[src/rtl/lcdseq_pkg.sv]
package lcdseq_pkg;
  localparam int DATA_W = 8;

  typedef enum logic [1:0] {
    MODE_HBLANK = 2'd0,
    MODE_VBLANK = 2'd1,
    MODE_SCAN   = 2'd2,
    MODE_DRAW   = 2'd3
  } lcdMode_e;

  // control -> datapath strobes, valid for one cycle
  typedef struct packed {
    logic enterScan;
    logic enterDraw;
    logic enterHblank;
    logic enterVblank;
    logic lineEnd;
  } seqStrobe_t;
endpackage

[src/rtl/lcdseq_ctrl.sv]
module lcdseq_ctrl
  import lcdseq_pkg::*;
#(
  parameter int DOTS_PER_LINE    = 456,
  parameter int DRAW_START_DOT   = 81,
  parameter int HBLANK_START_DOT = 253,
  parameter int VISIBLE_LINES    = 144
) (
  input  logic              clk,
  input  logic              rstN,
  input  logic              lcdOn,
  input  logic              restart,
  input  logic [DATA_W-1:0] ly,
  output seqStrobe_t        strb
);
  localparam int DOT_W = $clog2(DOTS_PER_LINE);
  localparam logic [DOT_W-1:0]  DOT_LAST   = DOT_W'(DOTS_PER_LINE - 1);
  localparam logic [DOT_W-1:0]  DOT_DRAW   = DOT_W'(DRAW_START_DOT);
  localparam logic [DOT_W-1:0]  DOT_HBLANK = DOT_W'(HBLANK_START_DOT);
  localparam logic [DATA_W-1:0] LY_VBLANK  = DATA_W'(VISIBLE_LINES);

  logic [DOT_W-1:0] dotCnt;
  logic visible;

  always_ff @(posedge clk) begin
    if (!rstN)             dotCnt <= '0;
    else if (restart)      dotCnt <= '0;
    else if (lcdOn)        dotCnt <= (dotCnt == DOT_LAST) ? '0 : dotCnt + 1'b1;
  end

  assign visible = (ly < LY_VBLANK);

  always_comb begin
    strb             = '0;
    strb.enterScan   = lcdOn && visible && (dotCnt == '0);
    strb.enterDraw   = lcdOn && visible && (dotCnt == DOT_DRAW);
    strb.enterHblank = lcdOn && visible && (dotCnt == DOT_HBLANK);
    strb.enterVblank = lcdOn && (ly == LY_VBLANK) && (dotCnt == '0);
    strb.lineEnd     = lcdOn && (dotCnt == DOT_LAST);
  end

  // dot counter never leaves the line
  assert_dot_range_R1: assert property (@(posedge clk) disable iff (!rstN)
    dotCnt <= DOT_LAST);
  // at most one mode entry per cycle
  assert_one_entry_R2: assert property (@(posedge clk) disable iff (!rstN)
    $onehot0({strb.enterScan, strb.enterDraw, strb.enterHblank, strb.enterVblank}));
  // dot count frozen while off
  assert_dot_hold_R7: assert property (@(posedge clk) disable iff (!rstN)
    (!lcdOn && !restart) |=> $stable(dotCnt));
  // restart returns dot count to zero
  assert_dot_restart_R8: assert property (@(posedge clk) disable iff (!rstN)
    restart |=> (dotCnt == '0));
endmodule

[src/rtl/lcdseq_regs.sv]
module lcdseq_regs
  import lcdseq_pkg::*;
#(
  parameter int ADDR_W        = 16,
  parameter logic [15:0] CTRL_ADDR = 16'hFF40,
  parameter logic [15:0] STAT_ADDR = 16'hFF41,
  parameter logic [15:0] LY_ADDR   = 16'hFF44,
  parameter logic [15:0] LYC_ADDR  = 16'hFF45,
  parameter int VISIBLE_LINES = 144,
  parameter int TOTAL_LINES   = 154
) (
  input  logic              clk,
  input  logic              rstN,
  input  logic [ADDR_W-1:0] busAddr,
  input  logic              busWr,
  input  logic [DATA_W-1:0] busWdata,
  output logic [DATA_W-1:0] busRdata,
  input  seqStrobe_t        strb,
  output logic              lcdOn,
  output logic              restart,
  output logic [DATA_W-1:0] ly,
  output logic              vblankIrq,
  output logic              statIrq,
  output logic              drawStart
);
  localparam logic [DATA_W-1:0] LY_LAST   = DATA_W'(TOTAL_LINES - 1);
  localparam logic [DATA_W-1:0] LY_VBLANK = DATA_W'(VISIBLE_LINES);

  logic [DATA_W-1:0] ctrlReg, lycReg, nextLy;
  logic [3:0]        statEn;
  logic              coin, lycHit;
  lcdMode_e          mode;

  assign lcdOn   = ctrlReg[7];
  assign restart = busWr && (busAddr == CTRL_ADDR) && busWdata[7];
  assign nextLy  = (ly == LY_LAST) ? '0 : ly + 1'b1;
  assign lycHit  = (nextLy == lycReg);

  always_ff @(posedge clk) begin
    if (!rstN) begin
      ctrlReg   <= '0;
      lycReg    <= '0;
      statEn    <= '0;
      ly        <= '0;
      coin      <= 1'b0;
      mode      <= MODE_HBLANK;
      vblankIrq <= 1'b0;
      statIrq   <= 1'b0;
      drawStart <= 1'b0;
    end else begin
      if (busWr && busAddr == CTRL_ADDR) ctrlReg <= busWdata;
      if (busWr && busAddr == LYC_ADDR)  lycReg  <= busWdata;
      if (busWr && busAddr == STAT_ADDR) statEn  <= busWdata[6:3];
      vblankIrq <= 1'b0;
      statIrq   <= 1'b0;
      drawStart <= 1'b0;
      if (restart) begin
        ly <= '0;
      end else begin
        if (strb.lineEnd) begin
          ly   <= nextLy;
          coin <= lycHit;
        end
        if (strb.enterScan)   mode <= MODE_SCAN;
        if (strb.enterDraw)   mode <= MODE_DRAW;
        if (strb.enterHblank) mode <= MODE_HBLANK;
        if (strb.enterVblank) mode <= MODE_VBLANK;
        vblankIrq <= strb.enterVblank;
        drawStart <= strb.enterDraw;
        statIrq   <= strb.enterScan || strb.enterHblank || (strb.lineEnd && lycHit);
      end
    end
  end

  always_comb begin
    unique case (busAddr)
      CTRL_ADDR: busRdata = ctrlReg;
      STAT_ADDR: busRdata = {1'b0, statEn, coin, mode};
      LY_ADDR:   busRdata = ly;
      LYC_ADDR:  busRdata = lycReg;
      default:   busRdata = '0;
    endcase
  end

  // line counter stays inside the frame
  assert_ly_range_R1: assert property (@(posedge clk) disable iff (!rstN)
    ly <= LY_LAST);
  // vertical-blank request coincides with vertical-blank mode
  assert_vblank_mode_R4: assert property (@(posedge clk) disable iff (!rstN)
    vblankIrq |-> (mode == MODE_VBLANK));
  // draw strobe only with pixel-transfer mode
  assert_draw_mode_R3: assert property (@(posedge clk) disable iff (!rstN)
    drawStart |-> (mode == MODE_DRAW));
  // nothing moves while disabled
  assert_hold_off_R7: assert property (@(posedge clk) disable iff (!rstN)
    (!lcdOn && !restart) |=> ($stable(ly) && !statIrq && !vblankIrq && !drawStart));
  // enabling control write clears the line
  assert_ly_restart_R8: assert property (@(posedge clk) disable iff (!rstN)
    restart |=> (ly == '0));
endmodule

[src/rtl/lcd_line_sequencer.sv]
module lcd_line_sequencer
  import lcdseq_pkg::*;
#(
  parameter int DOTS_PER_LINE    = 456,
  parameter int DRAW_START_DOT   = 81,
  parameter int HBLANK_START_DOT = 253,
  parameter int VISIBLE_LINES    = 144,
  parameter int TOTAL_LINES      = 154
) (
  input  logic        clk,
  input  logic        rstN,
  input  logic [15:0] busAddr,
  input  logic        busWr,
  input  logic [7:0]  busWdata,
  output logic [7:0]  busRdata,
  output logic        vblankIrq,
  output logic        statIrq,
  output logic        drawStart
);
  seqStrobe_t        strb;
  logic              lcdOn, restart;
  logic [DATA_W-1:0] ly;

  lcdseq_ctrl #(
    .DOTS_PER_LINE(DOTS_PER_LINE), .DRAW_START_DOT(DRAW_START_DOT),
    .HBLANK_START_DOT(HBLANK_START_DOT), .VISIBLE_LINES(VISIBLE_LINES)
  ) uCtrl (
    .clk(clk), .rstN(rstN), .lcdOn(lcdOn), .restart(restart), .ly(ly), .strb(strb)
  );

  lcdseq_regs #(
    .ADDR_W(16), .VISIBLE_LINES(VISIBLE_LINES), .TOTAL_LINES(TOTAL_LINES)
  ) uRegs (
    .clk(clk), .rstN(rstN), .busAddr(busAddr), .busWr(busWr), .busWdata(busWdata),
    .busRdata(busRdata), .strb(strb), .lcdOn(lcdOn), .restart(restart), .ly(ly),
    .vblankIrq(vblankIrq), .statIrq(statIrq), .drawStart(drawStart)
  );
endmodule

[config.mk]
export PLATFORM = sky130hd
export DESIGN_NAME = lcd_line_sequencer
export DESIGN_NICKNAME = d
export VERILOG_FILES = /design/src/rtl/lcdseq_pkg.sv /design/src/rtl/lcdseq_ctrl.sv /design/src/rtl/lcdseq_regs.sv /design/src/rtl/lcd_line_sequencer.sv
export SDC_FILE = /design/constraint.sdc
export NUM_CORES = 1
export LEC_CHECK = 0
export BUFFER_PORTS_ARGS = -buffer_cell sky130_fd_sc_hd__buf_2
export CAP_MARGIN = 20
export CORE_MARGIN = 2
export CORE_UTILIZATION = 59
export CTS_BUF_LIST = sky130_fd_sc_hd__clkbuf_8
export DETAILED_ROUTE_END_ITERATION = 12
export PLACE_DENSITY = 0.82
export SKIP_CTS_REPAIR_TIMING = 1
export SLEW_MARGIN = 20
export SYNTH_ARGS = -nofsm -noshare
export SYNTH_HDL_FRONTEND = slang
export SYNTH_SLANG_ARGS = --single-unit
export TNS_END_PERCENT = 50
[constraint.sdc]
create_clock -name clk -period 3.1 [get_ports clk]
set_input_delay 0.155 -clock clk [delete_from_list [all_inputs] [get_ports clk]]
set_output_delay 0.155 -clock clk [all_outputs]
set_load 0.05 [all_outputs]
======== Word level (Yosys, flattened, before mapping) ========
Cells that the tools add are included.
word-level totals
  register bits ........................... 43
  bits of input ports ..................... 27
  output and inout bits ................... 11
  logic and storage cells ................. 51
cells by class
  $add $sub $neg .......................... 2
  magnitude comparators ................... 1
  eq/ne operators ......................... 10
  multiplexer cells ....................... 7
  bitwise gates (word level) .............. 2
  reductions and logical operators ........ 19
operators with widths
  kind                    count
  $eq A16 B16 Y1 const B  4
  $pmux W8 S4             1
  $eq A8 B8 Y1 const B    2
  $logic_and A1 B1 Y1     12
  $add A9 B1 Y9 const B   1
  $eq A9 B7 Y1 const B    1
  $eq A9 B8 Y1 const B    1
  $eq A9 B9 Y1 const B    1
  $logic_not A9 Y1        1
  $mux W9                 1
  $add A8 B1 Y8 const B   1
  $eq A8 B8 Y1            1
  $lt A8 B8 Y1 const B    1
  $mux W2                 4
  $mux W8                 1
  $reduce_and A2 Y1       2
  $reduce_bool A4 Y1      1
  $logic_or A1 B1 Y1      2
  $not A1 Y1              2
  $reduce_or A2 Y1        1

======== Logic depth before layout (Yosys ltp) ========
Gate-level depths: netlist (run 1).
  depth after elaboration ................. 7
  gate-level depth with buffers ........... 8
  gate-level depth less buffers ........... 7

======== Modules after synthesis ========
From an unflattened synthesis (run 1), not the netlist that was laid out.
unflattened totals
  cells, all modules ...................... 314
  area, all modules ....................... 2492.4 µm²
by module, submodules not included
  module       times used  cells an instance  area each (µm²)  seq. area each (µm²)
  lcdseq_regs  1           244                1925.6           680.7
  lcdseq_ctrl  1           70                 566.8            180.2

======== Least setup slack after synthesis (run 1) ========
Ideal clock, no wire load.
  kind .................................... input -> output
  start ................................... in busAddr[5]
  end ..................................... out busRdata[0]
  data arrival time ....................... 2.100 ns
  required time ........................... 2.945 ns
  slack ................................... 0.845 ns
  cell stages on the path ................. 6
  path buffers ............................ 1
  path through ............................ or4b_1 -> or3_1 -> nor2_1 -> clkbuf_1 -> a22oi_1 -> nand2_1
between the ends
  cells in the longest elaborated chain, start to end .. 2
  elaborated cells between the ends (all ways) .. 5
  classes of those cells .................. 4 x eq/ne; 1 x mux
ends and longest elaborated chain
  element             RTL line                  text
  start: declaration  lcd_line_sequencer.sv:12  input logic [15:0] busAddr,
  $eq A16 B16 Y1      lcdseq_regs.sv:76         unique case (busAddr)
  $pmux W8 S4 *       lcdseq_regs.sv:76
  end: declaration    lcd_line_sequencer.sv:15  output logic [7:0] busRdata,
Mark *: on every way between the ends. The rest lies on a longest branch, timed or not.

======== Worst setup path in the final report (run 1) ========
  start ................................... in busAddr[5]
  end ..................................... out busRdata[5]
The elaborated chain is that of the path after synthesis.

==> results of run 1 <==
[flip-flops by register name, indices dropped and copies added (netlist names)]
| register | flops |
|---|---|
| uRegs.ctrlReg | 8 |
| uCtrl.dotCnt | 9 |
| uRegs.vblankIrq | 1 |
| uRegs.statEn | 4 |
| uRegs.coin | 1 |
| uRegs.lycReg | 8 |
| uRegs.drawStart | 1 |
| uRegs.mode | 2 |
| uRegs.ly | 8 |
| uRegs.statIrq | 1 |
[final cells by class]
cell class	count	area, um^2
multi-input combinational	246	1510
fill	358	1270
sequential	43	861
timing repair buffer	42	223
clock buffer	5	68.8
tap	50	62.6
inverter	8	30.0
clock inverter	1	3.75
[per-stage QoR]
| stage | hold slack (ns) | std cells | utilization, % | setup WS (ns) |
|---|---|---|---|---|
| floorplan | 0.299 | 318 | - | 0.845 |
| global placement | 0.424 | 389 | 66.7 | 0.760 |
| detailed placement | 0.429 | 389 | 66.7 | 0.726 |
| CTS | 0.117 | 395 | 68.5 | 0.763 |
| global route | 0.126 | 395 | 68.5 | 0.549 |
| finish | 0.116 | 395 | 68.5 | 0.710 |
[cell families (layout without fill, tap and decap cells)]
kind of cell	Yosys count	after routing	share of synthesized area [%]
AO/OA/AOI/OAI	72	72	20.2
buffers and inverters	29	56	5.06
XOR/XNOR	15	15	5.26
multiplexers	2	2	0.852
AND/OR/NAND/NOR	151	151	31.1
flip-flops	43	43	34.5
adder cells (fa/ha/maj)	6	6	3.01
[power by group]
group	switching (mW)	internal (mW)	leakage, nW
clock	0.185	0.147	0.0413
combinational	0.0248	0.0163	0.649
sequential	0.00000265	0.552	0.346
total	0.209	0.715	1.04
[how the worst max path moves through the flow]
stage / from / end / slack (ns) / cells past startpoint
after CTS: busAddr[5] / busRdata[5] / 0.76 / 7
after floorplan: busAddr[5] / busRdata[0] / 0.84 / 6
after global routing: busAddr[5] / busRdata[5] / 0.55 / 7
final: busAddr[5] / busRdata[5] / 0.71 / 7
after detailed placement: busAddr[5] / uCtrl.dotCnt[6] / 0.73 / 6
after global placement: busAddr[5] / busRdata[5] / 0.76 / 7
[synthesized netlist by cell type, drive strengths merged, types with 6 or more instances]
library cell  instances  area (um^2)
a21oi                26          130
a22oi                15          113
clkbuf               17         63.8
dfxtp                43          861
ha                    6         75.1
inv                   8         30.0
nand2                41          154
nand2b                6         37.5
nand3                27          135
nand4                10         62.6
nor2                 27          101
nor3                  6         30.0
xor2                 13          114
[critical path, stage by stage]
cell,delay (ns)
buf_2,0.09
or4b_1,0.55
nor3b_1,0.40
and2_1,0.50
a22oi_1,0.16
nand2_1,0.11
buf_2,0.26
[per-layer routing]
metal,up-vias,track usage (%)
li1,1215,-
met1,1150,33.6
met2,81,40.9
met3,10,5.56
met4,0,7.19
met5,-,0
==> out/metrics.cfg, run 1 <==
[logic_synthesis]
synth.distinct_cells=56
synth_edf_count=0
yosys_warnings=0
mappedNetlistNets=351
synth-seq-cells=43
syn_area_per_cell_um2=7.85
syn-instance-count=318
synthArstFlopShare_pct=0
synth_sequential_area_ratio_pct=34.5
syn_area_mm2=0.00250
ys_dominant_reg_cell=dfxtp_1

[worst_setup_path]
timing.reg2reg.worst_path_depth=5
crit_path_start_kind=input port
worst-setup-path-type=in2out
required_worst_endpoint_ns=2.94
nature_of_the_critical_path_endpoint=primary output
worst-r2r-setup-slack_ns=0.76
regToRegStartpoint=uRegs.ly[5]
timing.critical_path.fanout_max=12
regToRegEndpoint=uRegs.statIrq
timing.critical_path.arrival_ns=2.24

[grt]
pin_count_of_the_biggest_net_entering_global_routing=24
grt_pass1_wl_um=10100
grt_pass1_vias=2196
grt.overflow.total=0
antenna_found_initial=0
grt_usage_pct=25.2

[power_and_ir_drop]
power.density_cell_area_mw_per_mm2=335
total_power_uw=925
power.static_leakage_nw=1.04
ir_drop_worst_case_vdd_uv=280

[cells_and_area]
nets=379
most-common-layout-cells=43 x dfxtp_1, 41 x nand2_1, 37 x buf_2
num_antenna_cells=0
final_cell_area_mm2=0.00276
drive_gt1_share_pct=16.5
mostFrequentLayoutCell=dfxtp_1
area_growth_syn_to_layout_pct=10.5

[sta]
final.min_clock_period_ns=2.39
setup_tns_ns=0
final_max_tran_viols=0
max-slew-margin-rel_pct=50.6
final-hold-violation-count=0
worst-slew-pin-transition_ns=0.737
min_period_over_period_pct=77.1
timing.final.setup_violations=0
fmaxAchievable_ghz=0.418
timing.clock.skew_ns=0.00480
rsz0062_at_grt=no

[clocking]
clock_tree.buffer_depth=2
clock_tree_sinks=43
source_to_sink_clock_delay_at_the_later_pin_of_the_worst_skew_pair_ns=0.30
tritoncts=done
cts-buffers-inserted=5
path_clk_slew_ns=0.08
htree_num_levels=2
clockRootBuffer=clkbuf_8

[die]
fp-row-count=23
die_x_um=69.1
top_level_ports=38
fp.dieArea_mm2=0.00477
initial_core_util_pct=62.0
dieHeight_um=69.1
coreArea_mm2=0.00403

[routing]
drt_drc_violations_left=0
top_layer_used=met4
route.met2.wl_um=2790
drt_wl_total_um=5960
wl_met1_um=2650
route.met3.wl_um=418
drtIter0Drc=223
routedWlPerCell_um=15.1
drt-vias-per-instance=6.22
vias=2456
dr.pass1.iters=4
final_antenna_net_count=0

[hold_path]
class_of_the_most_critical_hold_timing_path=in2reg
min_from=busWdata[1]
worstHoldPathCells=3
worst_hold_path.endpoint=uRegs.ctrlReg[1]

[placed_design]
place.port_buffers=37
place_hpwl_um=4390
dpl_cell_area_mm2=0.00269
gp_congestion=0.855

[flow_run]
max-cap-violations=0

[status]
run_status=complete, no violations

(Power assumes the default switching activity.)
==> run 2: changes to the inputs <==
==> constraint.sdc (replaced) <==
create_clock -name clk -period 2.37 [get_ports clk]
set_input_delay 0.1185 -clock clk [delete_from_list [all_inputs] [get_ports clk]]
set_output_delay 0.1185 -clock clk [all_outputs]
set_load 0.05 [all_outputs]
==> out/metrics.cfg, run 2 (synthesis gave the netlist of run 1 again) <==
[worst_setup_path]
cell_by_cell_listing_of_the_critical_path=inv_1, ha_1, xor2_1, o21ai_0, a32oi_1, a2111o_1, o31ai_2
crit_path_start_kind=register
path_depth=7
worst-setup-path-type=reg2reg
crit_path_top_delay_cell=dfxtp_1
timing.reg2reg.worst_path_depth=7
timing.critical_path.arrival_ns=2.43
cpPeakStageDelay_ns=0.49
critical_path_buf_inv_count=1
timing.critical_path.fanout_max=9
nature_of_the_critical_path_endpoint=register
cp_top_family=compound AO/OA/AOI/OAI gates
required_worst_endpoint_ns=2.59

[grt]
grt_usage_pct=25.2
antenna_found_initial=0
grt_pass1_wl_um=10200
pin_count_of_the_biggest_net_entering_global_routing=24
grt_pass1_vias=2290
grt.overflow.total=0

[sta]
final_max_tran_viols=0
final-hold-violation-count=0
min_period_over_period_pct=93.1
max-slew-margin-rel_pct=56.1
fmaxAchievable_ghz=0.453
worst-slew-pin-transition_ns=0.658
setup_tns_ns=0
rsz0062_at_grt=no
final.min_clock_period_ns=2.21
timing.clock.skew_ns=0.0109
timing.final.setup_violations=0

[power_and_ir_drop]
total_power_mw=1.24
power.density_cell_area_mw_per_mm2=435
sw_ratio_pct=23.8
power.static_leakage_nw=1.09
share_comb_of_total_power_pct=4.3
power_dissipated_by_switching_net_loads_uw=295
ir_drop_worst_case_vdd_uv=361
power.share.clock_pct=37.5
seqPwrFrac_pct=58.2
internal-power_uw=945

[clocking]
htree_num_levels=2
tritoncts=done
cts-buffers-inserted=5
path_clk_slew_ns=0.09
clockRootBuffer=clkbuf_8
source_to_sink_clock_delay_at_the_later_pin_of_the_worst_skew_pair_ns=0.31
clock_tree_sinks=43
clock_tree.buffer_depth=2

[routing]
drtIter0Drc=224
vias=2508
final_antenna_net_count=0
dr.pass1.iters=4
drt_drc_violations_left=0
routedWlPerCell_um=14.7
drt-vias-per-instance=6.16
drt_wl_total_um=5980

[die]
coreArea_mm2=0.00403
dieHeight_um=69.1
fp.dieArea_mm2=0.00477
fp-row-count=23
top_level_ports=38
die_x_um=69.1
initial_core_util_pct=62.0

[cells_and_area]
mostFrequentLayoutCell=dfxtp_1
num_antenna_cells=0
most-common-layout-cells=43 x dfxtp_1, 41 x nand2_1, 37 x buf_2
area_growth_syn_to_layout_pct=14.0
filler_cell_count=350
largest_reg_flops=9
post-route-util_pct=70.7
nets=389
top_register=uCtrl.dotCnt
drive_gt1_share_pct=19.6

[status]
run_status=complete, no violations

[placed_design]
place.port_buffers=37
gp_congestion=0.849
place_hpwl_um=4360

[flow_run]
max-cap-violations=0

[hold_path]
class_of_the_most_critical_hold_timing_path=in2reg
worstHoldPathCells=3

## run 2: cell count changes in the layout (fill, tap and decap cells not counted), sizes merged
cell | previous run | this run
clkinv | 0 | 1
clkinvlp | 0 | 1
buf | 42 | 52
## run 2: power by group through the flow
stage | clock network, mW | logic, mW | registers (mW)
2_1_floorplan | 0 | 0.0211 | 0.739
3_3_place_gp | 0 | 0.0520 | 0.739
3_5_place_dp | 0 | 0.0525 | 0.739
4_1_cts | 0.473 | 0.0526 | 0.722
5_1_grt | 0.494 | 0.0588 | 0.722
6_report | 0.465 | 0.0528 | 0.722
## run 2: tightest hold or removal path, delay by kind of cell
| kind | cells | cell delay (ns) |
|---|---|---|
| AOI/OAI and AO/OA | 1 | 0.06 |
| and+or+nand+nor | 1 | 0.05 |
| buffers and inverters | 1 | 0.10 |
## run 2: cell type report
type	instances	area [um^2]	share of cell area (%)
Multi-Input combinational cell	246	1510	53.1
Clock inverter	3	16.3	0.571
Timing Repair Buffer	52	298	10.5
Tap cell	50	62.6	2.20
Inverter	8	30.0	1.05
Clock buffer	5	68.8	2.42
Sequential cell	43	861	30.2
## run 2: per-stage QoR
step / instances / cell area (um^2) / hold WS [ns] / setup WS (ns)
6_report: 407 / 2850 / 0.0728 / 0.165
5_1_grt: 407 / 2850 / 0.0811 / 0.00602
4_1_cts: 407 / 2850 / 0.0719 / 0.167
3_5_place_dp: 399 / 2760 / 0.395 / 0.179
3_3_place_gp: 399 / 2760 / 0.385 / 0.242
2_1_floorplan: 318 / 2500 / 0.262 / 0.133
## run 2: worst paths after layout
check                                startpoint                to  slack, ns
worst max-delay path                uRegs.ly[0]        uRegs.coin       0.16
worst min-delay path                busWdata[1]  uRegs.ctrlReg[1]       0.07
worst max register to register      uRegs.ly[0]        uRegs.coin       0.16
worst min register to register  uRegs.statEn[2]   uRegs.statEn[2]       0.46
## run 2: metal layers
metal	track usage, %	up-vias	wire [um]	part of all wire [%]
met5	0	-	0	0
met4	6.75	0	95	1.6
met3	5.56	10	396	6.6
met2	40.9	80	2740	46
met1	33.9	1178	2760	46
li1	-	1240	-	-
